### src/rtl/fas_pkg.sv
package fas_pkg;

  // per-line start-up phases after the horizontal latch opens
  typedef enum logic [2:0] {
    PH_IDLE,
    PH_0,
    PH_1,
    PH_2,
    PH_3,
    PH_RUN
  } phase_e;

  function automatic phase_e phase_step(input phase_e p);
    case (p)
      PH_0:    return PH_1;
      PH_1:    return PH_2;
      PH_2:    return PH_3;
      default: return PH_RUN;
    endcase
  endfunction

  localparam int CHAR_ROW_W = 4;

endpackage

### src/rtl/fas_start_latch.sv
module fas_start_latch #(
  parameter int HW = 7,
  parameter int VW = 9
) (
  input  logic          clk,
  input  logic          rst,
  input  logic          line_start,
  input  logic          field_start,
  input  logic [HW-1:0] h_cnt,
  input  logic [VW-1:0] v_cnt,
  input  logic [HW-1:0] first_col,
  input  logic [VW-2:0] first_row,
  output logic          hlatch_q,
  output logic          hlatch_nx
);

  logic [VW-1:0] prev_v;
  logic          vl_q;
  logic          vl_nx;
  logic          hl_q;

  always_comb begin
    // vertical match uses the count seen one cycle earlier
    vl_nx     = ((line_start && field_start) ? 1'b0 : vl_q)
              | (first_row == prev_v[VW-1:1]);
    hlatch_nx = (line_start ? 1'b0 : hl_q)
              | (vl_nx && (h_cnt == first_col));
  end

  always_ff @(posedge clk) begin
    if (rst) begin
      prev_v <= '0;
      vl_q   <= 1'b0;
      hl_q   <= 1'b0;
    end else begin
      prev_v <= v_cnt;
      vl_q   <= vl_nx;
      hl_q   <= hlatch_nx;
    end
  end

  assign hlatch_q = hl_q;

endmodule

### src/rtl/fas_row_track.sv
module fas_row_track
  import fas_pkg::*;
#(
  parameter int TRW = 9
) (
  input  logic                  clk,
  input  logic                  rst,
  input  logic                  line_start,
  input  logic                  field_start,
  input  logic                  hlatch_q,
  input  logic                  tall,
  output logic [CHAR_ROW_W-1:0] char_row_nx,
  output logic [TRW-1:0]        text_row_nx,
  output logic                  last_row_nx
);

  logic [CHAR_ROW_W-1:0] cr_q;
  logic [TRW-1:0]        tr_q;
  logic                  wrap;

  always_comb begin
    char_row_nx = cr_q;
    text_row_nx = tr_q;
    wrap        = (cr_q == 4'd15) || (!tall && cr_q == 4'd7);
    if (line_start && hlatch_q) begin
      if (wrap) begin
        char_row_nx = '0;
        text_row_nx = tr_q + TRW'(1);
      end else begin
        char_row_nx = cr_q + 4'd1;
      end
    end
    if (line_start && field_start) begin
      char_row_nx = '0;
      text_row_nx = '0;
    end
    last_row_nx = (char_row_nx == 4'd15) || (!tall && char_row_nx == 4'd7);
  end

  always_ff @(posedge clk) begin
    if (rst) begin
      cr_q <= '0;
      tr_q <= '0;
    end else begin
      cr_q <= char_row_nx;
      tr_q <= text_row_nx;
    end
  end

endmodule

### src/rtl/fas_line_ctrl.sv
module fas_line_ctrl
  import fas_pkg::*;
#(
  parameter int COLW = 7,
  parameter int ROWW = 6,
  parameter int TRW  = 9
) (
  input  logic            clk,
  input  logic            rst,
  input  logic            line_start,
  input  logic            field_start,
  input  logic            hlatch_q,
  input  logic            hlatch_nx,
  input  logic [COLW-1:0] n_cols,
  input  logic [ROWW-1:0] n_rows,
  input  logic [TRW-1:0]  text_row_nx,
  output logic            load_mtx,
  output logic            fetch_en,
  output logic            fetch_odd
);

  localparam int CCW = COLW + 1;

  phase_e          ph_q, ph;
  logic [COLW-1:0] cols_q, cols;
  logic [ROWW-1:0] rows_q, rows;
  logic            rows_ok_q, rows_ok;
  logic            cidle_q, cidle;
  logic [CCW-1:0]  col_q, col;

  always_comb begin
    ph       = ph_q;
    cols     = cols_q;
    rows     = rows_q;
    rows_ok  = rows_ok_q;
    cidle    = cidle_q;
    col      = col_q;
    load_mtx = 1'b0;

    // close the previous line's window
    if (line_start && hlatch_q) begin
      ph    = PH_IDLE;
      cols  = '0;
      cidle = 1'b1;
      col   = '0;
    end
    if (line_start && field_start) rows_ok = 1'b0;

    if (ph != PH_IDLE) begin
      ph = phase_step(ph);
    end else if (hlatch_nx) begin
      ph       = PH_0;
      load_mtx = 1'b1;
    end

    if (ph == PH_1) cols = n_cols;
    if (ph == PH_2 && !rows_ok) begin
      rows    = n_rows;
      rows_ok = 1'b1;
    end
    if (ph == PH_3 && (text_row_nx < TRW'(rows))) begin
      cidle = 1'b0;
      col   = '0;
    end

    fetch_en  = !cidle && (col < {cols, 1'b0});
    fetch_odd = col[0];
  end

  always_ff @(posedge clk) begin
    if (rst) begin
      ph_q      <= PH_IDLE;
      cols_q    <= '0;
      rows_q    <= '0;
      rows_ok_q <= 1'b0;
      cidle_q   <= 1'b1;
      col_q     <= '0;
    end else begin
      ph_q      <= ph;
      cols_q    <= cols;
      rows_q    <= rows;
      rows_ok_q <= rows_ok;
      cidle_q   <= cidle;
      col_q     <= fetch_en ? col + CCW'(1) : col;
    end
  end

endmodule

### src/rtl/fas_addr_gen.sv
module fas_addr_gen
  import fas_pkg::*;
#(
  parameter int AW        = 14,
  parameter int CODEW     = 8,
  parameter int IDLE_ADDR = 'h1C
) (
  input  logic                  clk,
  input  logic                  rst,
  input  logic                  line_start,
  input  logic                  field_start,
  input  logic                  load_mtx,
  input  logic                  fetch_en,
  input  logic                  fetch_odd,
  input  logic                  last_row_nx,
  input  logic                  tall,
  input  logic [CHAR_ROW_W-1:0] char_row_nx,
  input  logic [CODEW-1:0]      code_in,
  input  logic [AW-1:0]         mtx_base_addr,
  input  logic [AW-1:0]         cell_base_addr,
  output logic [AW-1:0]         addr_q,
  output logic                  win_q
);

  logic [AW-1:0] base_q, base;
  logic [AW-1:0] cnt_q, cnt;
  logic [AW-1:0] addr;
  logic [AW-1:0] cell_off;

  always_comb begin
    base     = (line_start && field_start) ? '0 : base_q;
    cnt      = load_mtx ? base : cnt_q;
    addr     = AW'(IDLE_ADDR);
    cell_off = tall ? (AW'(code_in) << 4) : (AW'(code_in) << 3);
    if (fetch_en) begin
      if (fetch_odd) begin
        addr = cell_base_addr + cell_off + AW'(char_row_nx);
      end else begin
        addr = mtx_base_addr + cnt;
        cnt  = cnt + AW'(1);
        if (last_row_nx) base = cnt;
      end
    end
  end

  always_ff @(posedge clk) begin
    if (rst) begin
      base_q <= '0;
      cnt_q  <= '0;
      addr_q <= AW'(IDLE_ADDR);
      win_q  <= 1'b0;
    end else begin
      base_q <= base;
      cnt_q  <= cnt;
      addr_q <= addr;
      win_q  <= fetch_en;
    end
  end

endmodule

### src/rtl/fas_fetch_seq.sv
module fas_fetch_seq
  import fas_pkg::*;
#(
  parameter int HW        = 7,
  parameter int VW        = 9,
  parameter int COLW      = 7,
  parameter int ROWW      = 6,
  parameter int AW        = 14,
  parameter int CODEW     = 8,
  parameter int IDLE_ADDR = 'h1C
) (
  input  logic             clk,
  input  logic             rst,
  input  logic             line_start,
  input  logic             field_start,
  input  logic [HW-1:0]    h_cnt,
  input  logic [VW-1:0]    v_cnt,
  input  logic [HW-1:0]    first_col,
  input  logic [VW-2:0]    first_row,
  input  logic [COLW-1:0]  n_cols,
  input  logic [ROWW-1:0]  n_rows,
  input  logic             tall,
  input  logic [AW-1:0]    mtx_base_addr,
  input  logic [AW-1:0]    cell_base_addr,
  input  logic [CODEW-1:0] code_in,
  output logic [AW-1:0]    addr,
  output logic             pix_win
);

  // text row can count every line of a field
  localparam int TRW = VW;

  logic                  hlatch_q, hlatch_nx;
  logic [CHAR_ROW_W-1:0] char_row_nx;
  logic [TRW-1:0]        text_row_nx;
  logic                  last_row_nx;
  logic                  load_mtx, fetch_en, fetch_odd;

  fas_start_latch #(.HW(HW), .VW(VW)) u_latch (
    .clk(clk), .rst(rst), .line_start(line_start), .field_start(field_start),
    .h_cnt(h_cnt), .v_cnt(v_cnt), .first_col(first_col), .first_row(first_row),
    .hlatch_q(hlatch_q), .hlatch_nx(hlatch_nx)
  );

  fas_row_track #(.TRW(TRW)) u_rows (
    .clk(clk), .rst(rst), .line_start(line_start), .field_start(field_start),
    .hlatch_q(hlatch_q), .tall(tall), .char_row_nx(char_row_nx),
    .text_row_nx(text_row_nx), .last_row_nx(last_row_nx)
  );

  fas_line_ctrl #(.COLW(COLW), .ROWW(ROWW), .TRW(TRW)) u_line (
    .clk(clk), .rst(rst), .line_start(line_start), .field_start(field_start),
    .hlatch_q(hlatch_q), .hlatch_nx(hlatch_nx), .n_cols(n_cols), .n_rows(n_rows),
    .text_row_nx(text_row_nx), .load_mtx(load_mtx), .fetch_en(fetch_en),
    .fetch_odd(fetch_odd)
  );

  fas_addr_gen #(.AW(AW), .CODEW(CODEW), .IDLE_ADDR(IDLE_ADDR)) u_addr (
    .clk(clk), .rst(rst), .line_start(line_start), .field_start(field_start),
    .load_mtx(load_mtx), .fetch_en(fetch_en), .fetch_odd(fetch_odd),
    .last_row_nx(last_row_nx), .tall(tall), .char_row_nx(char_row_nx),
    .code_in(code_in), .mtx_base_addr(mtx_base_addr),
    .cell_base_addr(cell_base_addr), .addr_q(addr), .win_q(pix_win)
  );

endmodule

### config.mk
export PLATFORM = sky130hd
export DESIGN_NAME = fas_fetch_seq
export DESIGN_NICKNAME = d
export VERILOG_FILES = /design/src/rtl/fas_pkg.sv /design/src/rtl/fas_start_latch.sv /design/src/rtl/fas_row_track.sv /design/src/rtl/fas_line_ctrl.sv /design/src/rtl/fas_addr_gen.sv /design/src/rtl/fas_fetch_seq.sv
export SDC_FILE = /design/constraint.sdc
export NUM_CORES = 1
export LEC_CHECK = 0
export BUFFER_PORTS_ARGS = -buffer_cell sky130_fd_sc_hd__clkbuf_2
export CAP_MARGIN = 25
export CORE_ASPECT_RATIO = 0.5
export CORE_MARGIN = 10
export CORE_UTILIZATION = 25
export DETAILED_ROUTE_END_ITERATION = 7
export HOLD_SLACK_MARGIN = 0.06
export PLACE_DENSITY = 0.45
export SETUP_SLACK_MARGIN = 0.02
export SLEW_MARGIN = 25
export SYNTH_ARGS = -nofsm -noshare
export SYNTH_HDL_FRONTEND = slang
export SYNTH_SLANG_ARGS = --single-unit
### constraint.sdc
create_clock -name clk -period 9.1 [get_ports clk]
set_input_delay 0.455 -clock clk [delete_from_list [all_inputs] [get_ports clk]]
set_output_delay 0.455 -clock clk [all_outputs]
set_load 0.01 [all_outputs]
* Yosys cells after proc, flatten, opt, wreduce, memory -nomap -nowiden
Cells that the tools add are included.
** Word-level totals
- Logic and storage cells :: 87
- Register bits after elaboration :: 93
- Input port bits :: 85
- Output and inout bits :: 15
** Cells by class
- Magnitude comparators :: 2
- Muxes and demuxes :: 33
- Add/subtract/negate cells :: 7
- Bitwise gates (word level) :: 3
- Equal/unequal tests :: 12
- Reductions and logical operators :: 15
** Operator list (count)
- 14-bit two-way mux :: 8
- 14-bit adder :: 2
- 9-bit two-way mux :: 3
- 8-bit two-way mux :: 3
- 14-bit by 1-bit adder with 14-bit output (second input constant) :: 1
- 14-bit by 4-bit adder with 14-bit output :: 1
- 7-bit two-way mux :: 2
- 3-bit by 2-bit == test with 1-bit output (second input constant) :: 4
- 12-bit two-way mux :: 1
- 4-bit two-way mux :: 3
- 9-bit by 1-bit adder with 9-bit output (second input constant) :: 1
- 9-bit by 6-bit less-than comparator with 1-bit output :: 1
- 3-bit two-way mux :: 3
- 3-bit case mux with 3 select lines :: 1
- 8-bit by 1-bit adder with 8-bit output (second input constant) :: 1
- 4-bit by 3-bit == test with 1-bit output (second input constant) :: 2
- 4-bit == test (second input constant) :: 2
- 8-bit == test :: 1
- 1-bit logical AND :: 8
- 8-bit less-than comparator :: 1
- 1-bit two-way mux :: 8
- 7-bit == test :: 1
- 6-bit two-way mux :: 1
- 4-bit by 1-bit adder with 4-bit output (second input constant) :: 1
- other kinds (8) :: 12

* Logic depth before layout (Yosys ltp)
Gate-level depths: netlist of the first run.
- Word-level depth :: 17
- Mapped depth :: 26
- Gate-level depth less buffers :: 24

* Cells and area by module
Synthesis of the first run repeated with hierarchy kept, for this count alone.
** Second synthesis, totals
- Cells, all modules :: 733
- Area total of the unflattened synthesis :: 6266.0 µm²
** Modules (own cells, without submodules)
- fas_addr_gen :: cells each 421, sequential area each 860.8 µm², times used 1, area an instance 3482.1 µm²
- fas_line_ctrl :: cells each 171, sequential area each 520.5 µm², times used 1, area an instance 1570.3 µm²
- fas_row_track :: cells each 96, sequential area each 260.2 µm², times used 1, area an instance 749.5 µm²
- fas_start_latch :: cells each 45, sequential area each 200.2 µm², times used 1, area an instance 464.2 µm²

* Worst setup path after synthesis of the first run
Ideal clock, no wire load.
- Path type :: input-to-reg
- From :: input port line_start
- To :: register u_addr.base_q[9]
- Setup slack :: 3.856 ns
- Path buffers :: 1
- Library setup time :: 0.095 ns
- Arrival time :: 5.148 ns
- Data required time :: 9.005 ns
- Cell stages on the path :: 23
- Cell sequence :: buf_2 nand2_2 a2111oi_4 mux2i_1 ha_1 a21o_1 a21oi_1 nor2b_1 o21ai_0 and4b_1 a21oi_1 nand2_1 inv_1 ha_1 a21o_1 a21o_1 a21oi_1 nand2_1 a211oi_1 a21oi_1 or2_2 or4_1 o311ai_1
** On the way
- Cells in the longest elaborated chain, start to end :: 16
- Elaborated cells between the ends (all ways) :: 49
- Those cells by class :: add/sub (1); order compare (2); eq/ne (8); mux (25); bitwise (2); reduce/logical (11)
** RTL lines
- start, declared :: line fas_fetch_seq.sv:14 : input logic line_start,
- 1-bit logical AND
- 1-bit two-way mux :: line fas_start_latch.sv:24 : vl_nx = ((line_start && field_start) ? 1'b0 : vl_q)
- 1-bit OR :: line fas_start_latch.sv:25 : | (first_row == prev_v[VW-1:1]);
- 1-bit logical AND :: line fas_start_latch.sv:27 : | (vl_nx && (h_cnt == first_col));
- 1-bit OR :: line fas_start_latch.sv:27
- 3-bit two-way mux :: line fas_line_ctrl.sv:51 : end else if (hlatch_nx) begin
- 3-bit two-way mux :: line fas_line_ctrl.sv:49 : if (ph != PH_IDLE) begin
- 3-bit by 2-bit == test with 1-bit output :: line fas_line_ctrl.sv:57 : if (ph == PH_2 && !rows_ok) begin
- 1-bit logical AND :: line fas_line_ctrl.sv:57
- 6-bit two-way mux :: line fas_line_ctrl.sv:57
- 9-bit by 6-bit less-than comparator with 1-bit output :: line fas_line_ctrl.sv:61 : if (ph == PH_3 && (text_row_nx < TRW'(rows))) begin
- 1-bit logical AND :: line fas_line_ctrl.sv:61
- 8-bit two-way mux or 1-bit two-way mux (tied branches) :: line fas_line_ctrl.sv:61
- 8-bit less-than comparator or 1-bit logical NOT (tied branches) :: line fas_line_ctrl.sv:66 : fetch_en = !cidle && (col < {cols, 1'b0});
- 1-bit logical AND :: line fas_line_ctrl.sv:66
- 14-bit two-way mux * :: line fas_addr_gen.sv:35 : if (fetch_en) begin
- end signal, assigned :: line fas_addr_gen.sv:53 : base_q <= base;
- end, declared :: line fas_addr_gen.sv:25 : logic [AW-1:0] base_q, base;
Mark *: on every way between the ends. The rest lies on a longest branch, timed or not.
A chain may end at the register's enable or synchronous reset.

* Final worst setup path of the first run
- From :: register u_latch.hl_q (netlist: u_latch.hlatch_q)
- To :: register u_addr.base_q[8]
** On the way
- Cells in the longest elaborated chain, start to end :: 14
- Elaborated cells between the ends (all ways) :: 42
- Those cells by class :: add/sub (1); order compare (2); eq/ne (8); mux (22); bitwise (1); reduce/logical (8)
** RTL lines
- start, declared :: line fas_start_latch.sv:20 : logic hl_q;
- start signal, assigned :: line fas_start_latch.sv:38 : hl_q <= hlatch_nx;
- 1-bit logical AND :: line fas_row_track.sv:25, fas_line_ctrl.sv:41
- 3-bit two-way mux :: line fas_line_ctrl.sv:41 : if (line_start && hlatch_q) begin
- 3-bit by 2-bit == test with 1-bit output or 3-bit by 1-bit == test with 1-bit output (tied branches) :: line fas_pkg.sv:14 : case (p)
- 3-bit case mux with 3 select lines :: line fas_pkg.sv:14
- 3-bit two-way mux :: line fas_line_ctrl.sv:49
- 3-bit by 2-bit == test with 1-bit output :: line fas_line_ctrl.sv:57
- 1-bit logical AND :: line fas_line_ctrl.sv:57
- 6-bit two-way mux :: line fas_line_ctrl.sv:57
- 9-bit by 6-bit less-than comparator with 1-bit output :: line fas_line_ctrl.sv:61
- 1-bit logical AND :: line fas_line_ctrl.sv:61
- 8-bit two-way mux or 1-bit two-way mux (tied branches) :: line fas_line_ctrl.sv:61
- 8-bit less-than comparator or 1-bit logical NOT (tied branches) :: line fas_line_ctrl.sv:66
- 1-bit logical AND :: line fas_line_ctrl.sv:66
- 14-bit two-way mux * :: line fas_addr_gen.sv:35
Marks and branches as above.

==> summary.md, run 1 <==
| Metric | Value |
|---|---|
| Status | `complete, no violations` |
| Proportion of register bits with asynchronous set or reset after synthesis | `0` |
| TritonCTS clock tree | `done` |
| Total congestion overflow | `0` |
| Seq cells post-synth | `92` |
| Die footprint | `between 30000 and 40000 um^2` |
| Setup slack of the worst register-to-register path | `2.74 ns` |
| Post-layout util | `0.305` |
| Crit path kind | `reg -> reg` |
| Leak | `approximately 3.1 nW` |
| Detail Route Antenna Nets | `0` |
| Commonest register cell after synthesis | `dfxtp_1` |
| First-pass GRT wire length | `~29000 um` |
| Type of the tightest min-delay check | `in -> reg` |
| Via count of the first global-routing pass | `around 5500` |
| Design area | `7400 um^2` |
| GRT Resource Usage Total | `0.108` |
| Number of vias per cell after detailed routing | `4.79` |
| Latest clock arrival within the worst-skew pair | `between 0.3 and 0.4 ns` |
| Average routed wire per standard cell | `~15 um` |
| Max IR drop VDD | `about 0.090 mV` |
| Die extent in y | `132 um` |
| Biggest area consumer among synthesized cells | `dfxtp_1` |
| H-tree lvl count | `3` |
| RePlAce Congestion | `0.781` |
| Net count after synthesis | `approximately 910` |
| Worst endpoint data arrival time | `6.62 ns` |
| Antenna fix cells | `0` |
| Post-route clock period utilization | `0.699` |
| Biggest area contributors in the synthesized netlist | `dfxtp_1 (29%), ha_1 (10%), xnor2_1 (6.0%)` |
| Clock root buffer | `clkbuf_16` |
| Pwr/cell area | `around 160 nW/um^2` |
| Share of Yosys cell area claimed by the top area cell type | `0.295` |
| IO Port Bufs | `a little under 100` |
| Layout net count | `between 900 and 1000` |
| Starting Density | `0.257` |
| 1st-iter DRT viols | `300` |
| Biggest fanout along the worst timing path | `21` |
| Synth warnings | `0` |
| DP HPWL | `roughly 14000 um` |
| Count of distinct cell types in the synthesized netlist | `65` |
| Initial antenna violation count | `1` |
| Residual DRC count | `0` |
| CORE AREA | `approximately 24000 um^2` |
| Transition time at the pin with the least slew margin | `0.909 ns` |
| Final hold viol count | `0` |
| Timing-limited maximum frequency | `~160 MHz` |
| Time the final worst path needs with I/O delays and setup | `6.36 ns` |
| Max-capacitance violation count | `0` |
| Unrepaired setup endpoints after global routing | `false` |
| Placed cell areas | `between 7000 and 8000 um^2` |
| Setup repair bufs after CTS | `0` |
| Number of synthesized flops with an enable pin | `0` |
| CTS buffer count | `9` |
| Wirelength, routed | `17700 um` |
| Max-slew violation total from the final report | `0` |
| Most common library cell in the layout ignoring fill and taps | `clkbuf_2` |
| Layout cells sized above 1 | `0.175` |
| Number of rows in the core area | `40` |
| Sequential-to-total area share from yosys stat | `0.295` |
| Maximum number of pins on one net before global-route repair | `74` |
| Number of fillers in the final layout | `2616` |
| Detailed Routing Iterations Pass 1 | `5` |
| Number of instances in the synthesized netlist | `768` |
| Layout Area Growth over Synthesis | `18.5%` |
| X dimension of the die | `between 200 and 250 um` |
| Tot Pwr | `approximately 1.2 mW` |
| Count of vias placed by the detailed router | `around 5700` |
| Worst setup EP type | `flip-flop` |
| Hold_buf cts | `0` |
| Bufs on Longest Clock Path | `2` |
| Post-CTS resize count | `0` |
| Sum of negative setup slack | `0 ns` |
| Cell area after synthesis | `between 6000 and 7000 um^2` |
| IO Count | `100` |
| Worst hold-check slack | `around 0.31 ns` |
| Most used cells in the layout excluding fill and tap cells | `clkbuf_2 (98), dfxtp_1 (92), nor2_1 (81)` |
| Setup-violating endpoint count in the final report | `0` |
| Mean area per synthesized cell | `between 8 and 9 um^2` |
| Sort of element at the start of the critical path | `flip-flop` |
| Slew HR | `0.392` |
| Required time at the endpoint of the critical path | `approximately 9.4 ns` |
| Register clock-pin slew on the reported worst setup and hold paths | `0.07 ns` |
| Total number of clock tree sinks | `roughly 90` |
| Worst Clk Skew | `a little over 0.008 ns` |
==> stage by stage <==
| step | setup slack (ns) | cells |
|---|---|---|
| 6_report | 2.74 | 1189 |
| 5_1_grt | 2.28 | 1189 |
| 4_1_cts | 2.72 | 1189 |
| 3_5_place_dp | 2.42 | 1173 |
| 3_3_place_gp | 2.50 | 1173 |
| 2_1_floorplan | 3.86 | 768 |
==> layer usage <==
layer | wire length [um] | GRT usage
met1 | 8480 | 0.136
met2 | 8510 | 0.185
met3 | 554 | 0.0239
met4 | 124 | 0.0237
met5 | 0 | 0
==> final timing paths <==
kind / depth (start not counted) / startpoint / endpoint
setup reg to reg: 23 / u_latch.hlatch_q / u_addr.base_q[8]
hold reg to reg: 2 / u_addr.base_q[4] / u_addr.base_q[4]
setup / recovery: 23 / u_latch.hlatch_q / u_addr.base_q[8]
hold / removal: 2 / v_cnt[7] / u_latch.prev_v[7]
==> kinds of logic after synthesis <==
| kind of cell | share of synthesized area |
|---|---|
| DFF | 0.295 |
| AOI/OAI and AO/OA | 0.176 |
| adders and majority gates | 0.112 |
| and+or+nand+nor | 0.246 |
| buffers and inverters | 0.0399 |
| xor gates and xnor gates | 0.0841 |
| muxes | 0.0471 |
==> registers in the layout, summed over array words and instances (netlist names), 3 cells and up <==
signal,count
u_addr.base_q,14
u_latch.prev_v,8
u_line.ph_q,3
u_line.cols_q,7
u_rows.tr_q,9
u_addr.cnt_q,14
u_line.rows_q,6
u_addr.addr_q,14
u_rows.cr_q,4
u_line.col_q,8
==> Yosys cell counts (6+ instances only) <==
cell,count
dfxtp_1,92
nor2_1,81
nand2_1,58
ha_1,51
a21oi_1,48
nand3_1,43
xnor2_1,43
nor3_1,28
inv_1,26
clkbuf_1,23
o21ai_0,23
mux2i_1,17
xor2_1,17
nor4_1,16
nor2b_1,15
and2_1,14
a21o_1,12
mux2_2,11
nand4_1,11
a21boi_0,10
or3_1,9
or4_1,9
o31ai_1,8
buf_2,7
o21a_1,7
or2_2,7
buf_1,6
==> worst max-delay path, cell delays in order, from the launching register on <==
cell and delay [ns]:
dfxtp_1 0.38, and2_1 0.34, a2111oi_4 0.62, mux2i_1 0.31
ha_1 0.28, a21o_1 0.18, a21oi_1 0.14, nor2b_1 0.06
o21ai_0 0.22, and4b_1 0.37, a21oi_1 0.21, nand2_1 0.16
inv_1 0.09, ha_1 0.29, a21o_1 0.18, a21o_1 0.17
a21oi_1 0.15, nand2_1 0.18, a211oi_1 0.34, a21oi_1 0.11
buf_4 0.23, nor2_1 0.60, nand2_1 0.32, o32ai_1 0.33
==> cell type report <==
type | instances | area, um^2 | area share
tap | 336 | 420 | 0.0568
clock inverter | 4 | 80.1 | 0.0108
multi-input combinational | 612 | 4160 | 0.561
inverter | 28 | 105 | 0.0142
sequential | 92 | 1840 | 0.249
timing repair buffer | 105 | 543 | 0.0733
clock buffer | 12 | 256 | 0.0346
==> report_power, final <==
| group | switching, mW | total [mW] | internal (mW) |
|---|---|---|---|
| logic | 0.179 | 0.298 | 0.119 |
| registers | 0.00923 | 0.428 | 0.418 |
| clock network | 0.174 | 0.433 | 0.259 |
| total | 0.363 | 1.16 | 0.796 |
No activity file was read; power rests on OpenSTA's default activity.
==> run 2, diff against run 1 <==
- ABC_AREA: default -> 1
- PLACE_DENSITY: 0.45 -> 0.46
- clock period: 9.1 -> 5.6 ns (I/O delays scaled with it)
==> run 2 against run 1 <==
Against the previous run:
- non-clock buffer count shrank 1
- sequential power grew 62%
- final area grew 1.1%
- largest cell class unchanged
- clock skew grew 0.0041 ns
- area after synthesis grew 1.4%
- largest power group unchanged
==> summary.md, run 2 <==
| Metric | Value |
|---|---|
| Status | `complete, no violations` |
| Tot Pwr | `between 1.5 and 2 mW` |
| Biggest area contributors in the synthesized netlist | `dfxtp_1 (29%), nand2_1 (14%), ha_1 (10%)` |
| Switching power as a share of total power | `0.302` |
| Number of fillers in the final layout | `2740` |
| Slew HR | `0.522` |
| First-pass GRT wire length | `between 20000 and 30000 um` |
| Worst Clk Skew | `between 0.01 and 0.015 ns` |
| Number of cells on the worst reg-to-reg path | `26` |
| Residual DRC count | `0` |
| Maximum number of pins on one net before global-route repair | `47` |
| Cell count along the critical path | `26` |
| Detail Route Antenna Nets | `0` |
| Detailed Routing Iterations Pass 1 | `4` |
| TritonCTS clock tree | `done` |
| Post-route clock period utilization | `0.826` |
| Transition time at the pin with the least slew margin | `roughly 0.7 ns` |
| Number of rows in the core area | `~40` |
| Sequential Power Share | `0.378` |
| Count of vias placed by the detailed router | `between 5000 and 6000` |
| Hold_buf cts | `0` |
| Placed cell areas | `~7100 um^2` |
| Required time at the endpoint of the critical path | `between 5 and 6 ns` |
| Critical-path top delay cell | `dfxtp_1` |
| Met3 Wirelength | `between 700 and 800 um` |
| Unrepaired setup endpoints after global routing | `false` |
| Sum of negative setup slack | `0 ns` |
| Gate power share | `0.228` |
| Max IR drop VDD | `roughly 0.17 mV` |
| Biggest area consumer among synthesized cells | `dfxtp_1` |
| Setup-violating endpoint count in the final report | `0` |
| GRT Resource Usage Total | `0.106` |
| Wirelength, routed | `approximately 17000 um` |
| Leak | `3.76 nW` |
| Proportion of register bits with asynchronous set or reset after synthesis | `0` |
| Sort of element at the start of the critical path | `flip-flop` |
| DP HPWL | `between 10000 and 15000 um` |
| CP dominant cell by count | `inv_1` |
| Number of vias per cell after detailed routing | `4.32` |
| Registers with the highest flip-flop counts | `u_addr.addr_q x14, u_addr.base_q x14, u_addr.cnt_q x14` |
| Final hold viol count | `0` |
| Antenna fix cells | `0` |
| Share of Yosys cell area claimed by the top area cell type | `0.291` |
| Sequential-to-total area share from yosys stat | `0.291` |
| P_sw | `~0.55 mW` |
| Worst setup EP type | `flip-flop` |
| Biggest fanout along the worst timing path | `14` |
| Largest delay share family, worst path | `simple AND/OR/NAND/NOR gates` |
| Max-slew violation total from the final report | `0` |
| Total congestion overflow | `0` |
| 1st-iter DRT viols | `~260` |
| Die footprint | `about 33000 um^2` |
| First element of the critical path | `u_rows.cr_q[1]` |
| Synth warnings | `0` |
| X dimension of the die | `about 250 um` |
| Most used cells in the layout excluding fill and tap cells | `nand2_1 (241), nor2_1 (129), inv_1 (113)` |
| Top Metal Used | `met4` |
| Clock network fraction of design power | `0.395` |
| Setup slack of the worst register-to-register path | `slightly below 1 ns` |
| Latest clock arrival within the worst-skew pair | `0.36 ns` |
| Longest individual stage delay on the worst path | `roughly 0.36 ns` |
| Total number of clock tree sinks | `92` |
| Number of instances in the synthesized netlist | `940` |
| Seq cells post-synth | `a little over 90` |
| Max-capacitance violation count | `0` |
| Commonest register cell after synthesis | `dfxtp_1` |
| Die extent in y | `~130 um` |
| Layout Area Growth over Synthesis | `18.1%` |
| CTS buffer count | `9` |
| Most common library cell in the layout ignoring fill and taps | `nand2_1` |
| Clock root buffer | `clkbuf_16` |
| Total met2 wirelength after detailed routing | `approximately 8200 um` |
| Average routed wire per standard cell | `around 12 um` |
| Worst endpoint data arrival time | `~5 ns` |
| Type of the tightest min-delay check | `in -> reg` |
| Timing-limited maximum frequency | `about 220 MHz` |
| Bufs on Longest Clock Path | `2` |
| Cell area after synthesis | `approximately 6300 um^2` |
| Critical register-to-register path endpoint | `u_addr.base_q[7]` |
| Time the final worst path needs with I/O delays and setup | `approximately 4.6 ns` |
| IO Port Bufs | `98` |
| Area of combinational cells with multiple inputs | `between 3000 and 4000 um^2` |
| Design internal power | `between 1 and 1.5 mW` |
| RePlAce Congestion | `0.821` |
| Bufs and invs on worst path | `5` |
| Critical path endpoint | `u_addr.base_q[7]` |
| Combined flip-flop and latch cell area | `1840 um^2` |
| Crit path kind | `reg -> reg` |
| Layout net count | `around 1200` |
| Pwr/cell area | `245 nW/um^2` |
| Starting Density | `0.253` |
| Synth cell count leaders | `nand2_1 (241), nor2_1 (129), inv_1 (113)` |
| Mean area per synthesized cell | `around 6.7 um^2` |
| IO Count | `100` |
| Net count after synthesis | `1079` |
| Count of distinct cell types in the synthesized netlist | `44` |
| Design area | `around 7500 um^2` |
| CORE AREA | `around 25000 um^2` |
| Register clock-pin slew on the reported worst setup and hold paths | `about 0.070 ns` |
| Initial antenna violation count | `0` |
| Cell with the most instances after synthesis | `nand2_1` |
| H-tree lvl count | `3` |
| Via count of the first global-routing pass | `slightly below 6000` |
| Post-CTS resize count | `0` |
| Setup repair bufs after CTS | `0` |
| Worst flop-to-flop path startpoint | `u_rows.cr_q[1]` |
| Detailed-routing wirelength on met1 | `between 7000 and 8000 um` |
| Number of synthesized flops with an enable pin | `0` |
| Layout cells sized above 1 | `0.168` |
[run 2: changes by cell type in the layout (fill, tap and decap cells not counted), moves of 14 or more]
cell and delta:
and2_1 -14, inv_1 +87, nand2_1 +183, nor2_1 +48, nor2b_1 -15, o21ai_0 +16
xnor2_1 -32
[run 2: worst min-delay path by stage]
stage                                   end  slack [ns]  cells past startpoint             start
after global placement       u_line.cidle_q        0.46                      2    u_line.cidle_q
after global routing      u_latch.prev_v[1]        0.09                      3          v_cnt[1]
final                     u_latch.prev_v[1]        0.11                      3          v_cnt[1]
after CTS                 u_latch.prev_v[1]        0.09                      3          v_cnt[1]
after floorplan           u_latch.prev_v[1]        0.39                      2          v_cnt[1]
after detailed placement   u_line.rows_q[0]        0.46                      2  u_line.rows_q[0]
[run 2: routing by layer]
layer | global-route usage | vias to the layer above
li1 | - | 3181
met2 | 0.187 | 61
met3 | 0.0275 | 9
met4 | 0.0288 | 0
met5 | 0 | -
met1 | 0.125 | 2697
[run 2: cells by family after synthesis]
kind of cell | share of synthesized area
DFF | 0.291
adders and majority gates | 0.110
xor gates and xnor gates | 0.0442
AOI/OAI and AO/OA | 0.115
buffers and inverters | 0.0993
muxes | 0.00790
and+or+nand+nor | 0.333
[run 2: per-stage QoR]
step	utilization	setup slack (ns)	std cells	hold WS, ns
after floorplan	-	1.79	940	0.387
after global placement	0.285	1.01	1362	0.456
after detailed placement	0.285	0.968	1362	0.464
after CTS	0.298	0.921	1377	0.0889
after global routing	0.298	0.507	1377	0.0908
final	0.298	0.976	1377	0.108
[run 2: area by class of cell]
| type | count | share of cell area |
|---|---|---|
| Clock inverter | 5 | 0.0134 |
| Inverter | 126 | 0.0633 |
| Clock buffer | 10 | 0.0319 |
| Timing Repair Buffer | 104 | 0.0715 |
| Sequential cell | 92 | 0.246 |
| Multi-Input combinational cell | 696 | 0.516 |
| Tap cell | 344 | 0.0575 |
[run 2: worst reg2reg max path: stages (launching register included)]
cell      delay (ns)
dfxtp_1         0.36
ha_1            0.18
inv_1           0.06
nor2_2          0.15
nand2_2         0.12
nor3b_1         0.34
nand2_1         0.12
nand2_1         0.07
inv_1           0.04
nor3_1          0.19
ha_1            0.28
inv_1           0.08
nor3_1          0.05
a211oi_1        0.18
nand2_1         0.11
nand2_2         0.09
nand4_4         0.22
nand3_1         0.23
inv_1           0.07
ha_1            0.28
a21oi_1         0.16
o21ai_0         0.15
nor2_4          0.24
nand3_4         0.23
buf_4           0.28
nor3_1          0.15
nor2_1          0.07
[run 2: power groups by stage]
stage	Combinational (mW)	Sequential (mW)	Clock, mW
after floorplan	0.316	0.706	0
after global placement	0.417	0.707	0
after detailed placement	0.423	0.707	0
after CTS	0.425	0.692	0.750
after global routing	0.479	0.695	0.773
final	0.418	0.692	0.723
==> run 3, diff against run 2 <==
- ABC_AREA: 1 -> 0
- PLACE_DENSITY: 0.46 -> 0.45
- clock period: 5.6 -> 4.6 ns (I/O delays scaled with it)
==> run 3 against run 2 <==
Against the previous run:
- the run now ends with negative setup slack left
- final cell count shrank 7.0%
- sequential share of layout area shrank 2.9 points
- combinational power grew 84%
- final area grew 14%
- worst hold slack lost 0.016 ns
- routed wire length grew 15%
- critical path depth shrank 2
- total power grew 32%
- count of clock-buffer cells in the layout is the same
- core utilization grew 5.3 points
- critical path type unchanged
- highest routed layer unchanged
==> summary.md, run 3 (synthesis results as in run 1) <==
| Metric | Value |
|---|---|
| Unrepaired setup endpoints after global routing | `true` |
| Design internal power | `about 1.6 mW` |
| Slew HR | `0.362` |
| Average routed wire per standard cell | `between 15 and 20 um` |
| X dimension of the die | `about 240 um` |
| TritonCTS clock tree | `done` |
| Number of vias per cell after detailed routing | `roughly 4.7` |
| Hold Path End | `u_latch.prev_v[4]` |
| Layout Area Growth over Synthesis | `36.7%` |
| Wirelength, routed | `19600 um` |
| Number of cells on the worst reg-to-reg path | `24` |
| GRT Resource Usage Total | `0.119` |
| Worst flop-to-flop path startpoint | `u_latch.hlatch_q` |
| Post-layout util | `0.352` |
| Antenna fix cells | `0` |
| Layout cells sized above 1 | `0.322` |
| Register clock-pin slew on the reported worst setup and hold paths | `~0.070 ns` |
| Hold path depth | `2` |
| 1st-iter DRT viols | `between 200 and 300` |
| Type of the tightest min-delay check | `in -> reg` |
| Most common library cell in the layout ignoring fill and taps | `clkbuf_2` |
| Detail Route Antenna Nets | `0` |
| Registers with the highest flip-flop counts | `u_addr.addr_q x14, u_addr.base_q x14, u_addr.cnt_q x14` |
| Time the final worst path needs with I/O delays and setup | `about 4.7 ns` |
| Total number of clock tree sinks | `between 90 and 100` |
| Status | `finished with violations` |
| Detailed Routing Iterations Pass 1 | `5` |
| Pwr/cell area | `approximately 280 nW/um^2` |
| Setup-violating endpoint count in the final report | `13` |
| Sort of element at the start of the critical path | `flip-flop` |
| Worst endpoint data arrival time | `approximately 5.0 ns` |
| Latest clock arrival within the worst-skew pair | `0.35 ns` |
| Residual DRC count | `0` |
| Die extent in y | `around 130 um` |
| Clock network fraction of design power | `0.334` |
| Final hold viol count | `0` |
| Most used cells in the layout excluding fill and tap cells | `clkbuf_2 (98), dfxtp_1 (88), buf_4 (87)` |
| Layout net count | `~1100` |
| Leak | `3.72 nW` |
| Hold path start | `v_cnt[4]` |
| Die footprint | `between 30000 and 40000 um^2` |
| Required time at the endpoint of the critical path | `just under 5 ns` |
| Via count of the first global-routing pass | `between 6000 and 7000` |
| Bufs on Longest Clock Path | `2` |
| Setup WS post-layout | `-0.111 ns` |
| Maximum number of pins on one net before global-route repair | `just under 60` |
| Sequential Power Share | `0.349` |
| Count of vias placed by the detailed router | `between 6000 and 7000` |
| H-tree lvl count | `3` |
| Starting Density | `0.257` |
| First-pass GRT wire length | `about 31000 um` |
| Placed cell areas | `~7500 um^2` |
| Critical register-to-register path endpoint | `u_addr.base_q[9]` |
| Design area | `about 8500 um^2` |
| CORE AREA | `~24000 um^2` |
| Violations in the final reports | `negative setup slack` |
| IO Count | `100` |
| Biggest fanout along the worst timing path | `5` |
| CTS buffer count | `9` |
| P_sw | `approximately 0.79 mW` |
| Number of rows in the core area | `40` |
| Max-slew violation total from the final report | `0` |
| Max IR drop VDD | `about 0.18 mV` |
| IO Port Bufs | `a little under 100` |
| Setup slack of the worst register-to-register path | `-0.11 ns` |
| Initial antenna violation count | `0` |
| RePlAce Congestion | `~0.8` |
| Worst setup EP type | `flip-flop` |
| Switching power as a share of total power | `0.327` |
| Transition time at the pin with the least slew margin | `0.951 ns` |
| DP HPWL | `between 10000 and 15000 um` |
| Clock root buffer | `clkbuf_16` |
| Total congestion overflow | `0` |
| Crit path kind | `reg -> reg` |
| Timing-limited maximum frequency | `between 200 and 250 MHz` |
| Max-capacitance violation count | `0` |
| Gate power share | `0.318` |
| Post-route clock period utilization | `1.02` |
| Worst Clk Skew | `around 0.012 ns` |
| Number of fillers in the final layout | `about 2500` |
run 3: cell type report:
cell class / instances / area [um^2] / area share
multi-input cells: 612 / 4550 / 0.533
well taps: 336 / 420 / 0.0492
inverters: 28 / 105 / 0.0123
clock inverters: 6 / 68.8 / 0.00806
repair buffers: 197 / 1290 / 0.151
clock buffers: 10 / 250 / 0.0293
flip-flops and latches: 92 / 1850 / 0.217
run 3: worst max-delay path by stage:
| stage | startpoint | endpoint | slack, ns | cells after the start |
|---|---|---|---|---|
| 2_1_floorplan | u_latch.hlatch_q | u_addr.addr_q[13] | 0.006 | 20 |
| 3_3_place_gp | line_start | u_addr.base_q[13] | -0.13 | 23 |
| 3_5_place_dp | line_start | u_addr.base_q[13] | -0.21 | 23 |
| 4_1_cts | u_line.ph_q[0] | u_addr.base_q[9] | 0.002 | 22 |
| 5_1_grt | u_latch.hlatch_q | u_addr.base_q[9] | -0.35 | 24 |
| 6_report | u_latch.hlatch_q | u_addr.base_q[9] | -0.11 | 24 |
run 3: per-layer routing:
metal | share of wire | vias to the layer above | wire length, um | global-route usage
met4 | 0.012 | 0 | 236 | 0.0281
met2 | 0.50 | 74 | 9720 | 0.207
met3 | 0.029 | 14 | 574 | 0.0231
li1 | - | 3099 | - | -
met5 | 0 | - | 0 | 0
met1 | 0.46 | 2882 | 9050 | 0.149
run 3: what timing repair did:
| action | CTS | global route |
|---|---|---|
| gates resized for setup | 16 | 66 |
| pin swaps | 4 | 32 |
| gates cloned | 0 | 1 |
| setup buffers | 22 | 18 |
| hold buffers | 0 | 0 |
| setup endpoints to repair | 37 | 50 |
run 3: critical path, cell delays in order (launching register included):
cell and delay, ns:
dfxtp_4 0.35, and2_4 0.16, a2111oi_4 0.25, buf_4 0.20
buf_6 0.14, mux2i_4 0.24, ha_2 0.19, a21o_1 0.13
a21oi_2 0.05, nor2b_1 0.12, o21ai_1 0.09, and4b_2 0.28
a21oi_4 0.23, nand2_2 0.10, inv_2 0.09, ha_4 0.21
a21o_1 0.17, a21o_1 0.16, a21oi_2 0.16, nand2_2 0.12
a211oi_4 0.29, a21oi_4 0.13, or2_4 0.28, or4_1 0.40
o311ai_1 0.08
run 3: power by group through the flow:
stage	clock network, mW	logic [mW]	registers (mW)
after global routing	0.871	0.861	0.849
after global placement	0	0.672	0.860
final	0.809	0.770	0.845
after CTS	0.838	0.700	0.844
after floorplan	0	0.456	0.861
after detailed placement	0	0.683	0.861
run 3: metrics by stage:
step / setup slack [ns] / hold slack (ns) / power (mW) / setup TNS (ns) / instances
finish: -0.111 / 0.0917 / 2.42 / -0.486 / 1281
global route: -0.346 / 0.0796 / 2.58 / -6.80 / 1281
CTS: 0.00180 / 0.0765 / 2.38 / 0 / 1264
detailed placement: -0.211 / 0.447 / 1.54 / -2.22 / 1227
global placement: -0.131 / 0.439 / 1.53 / -0.889 / 1227
floorplan: 0.00629 / 0.358 / 1.32 / 0 / 768
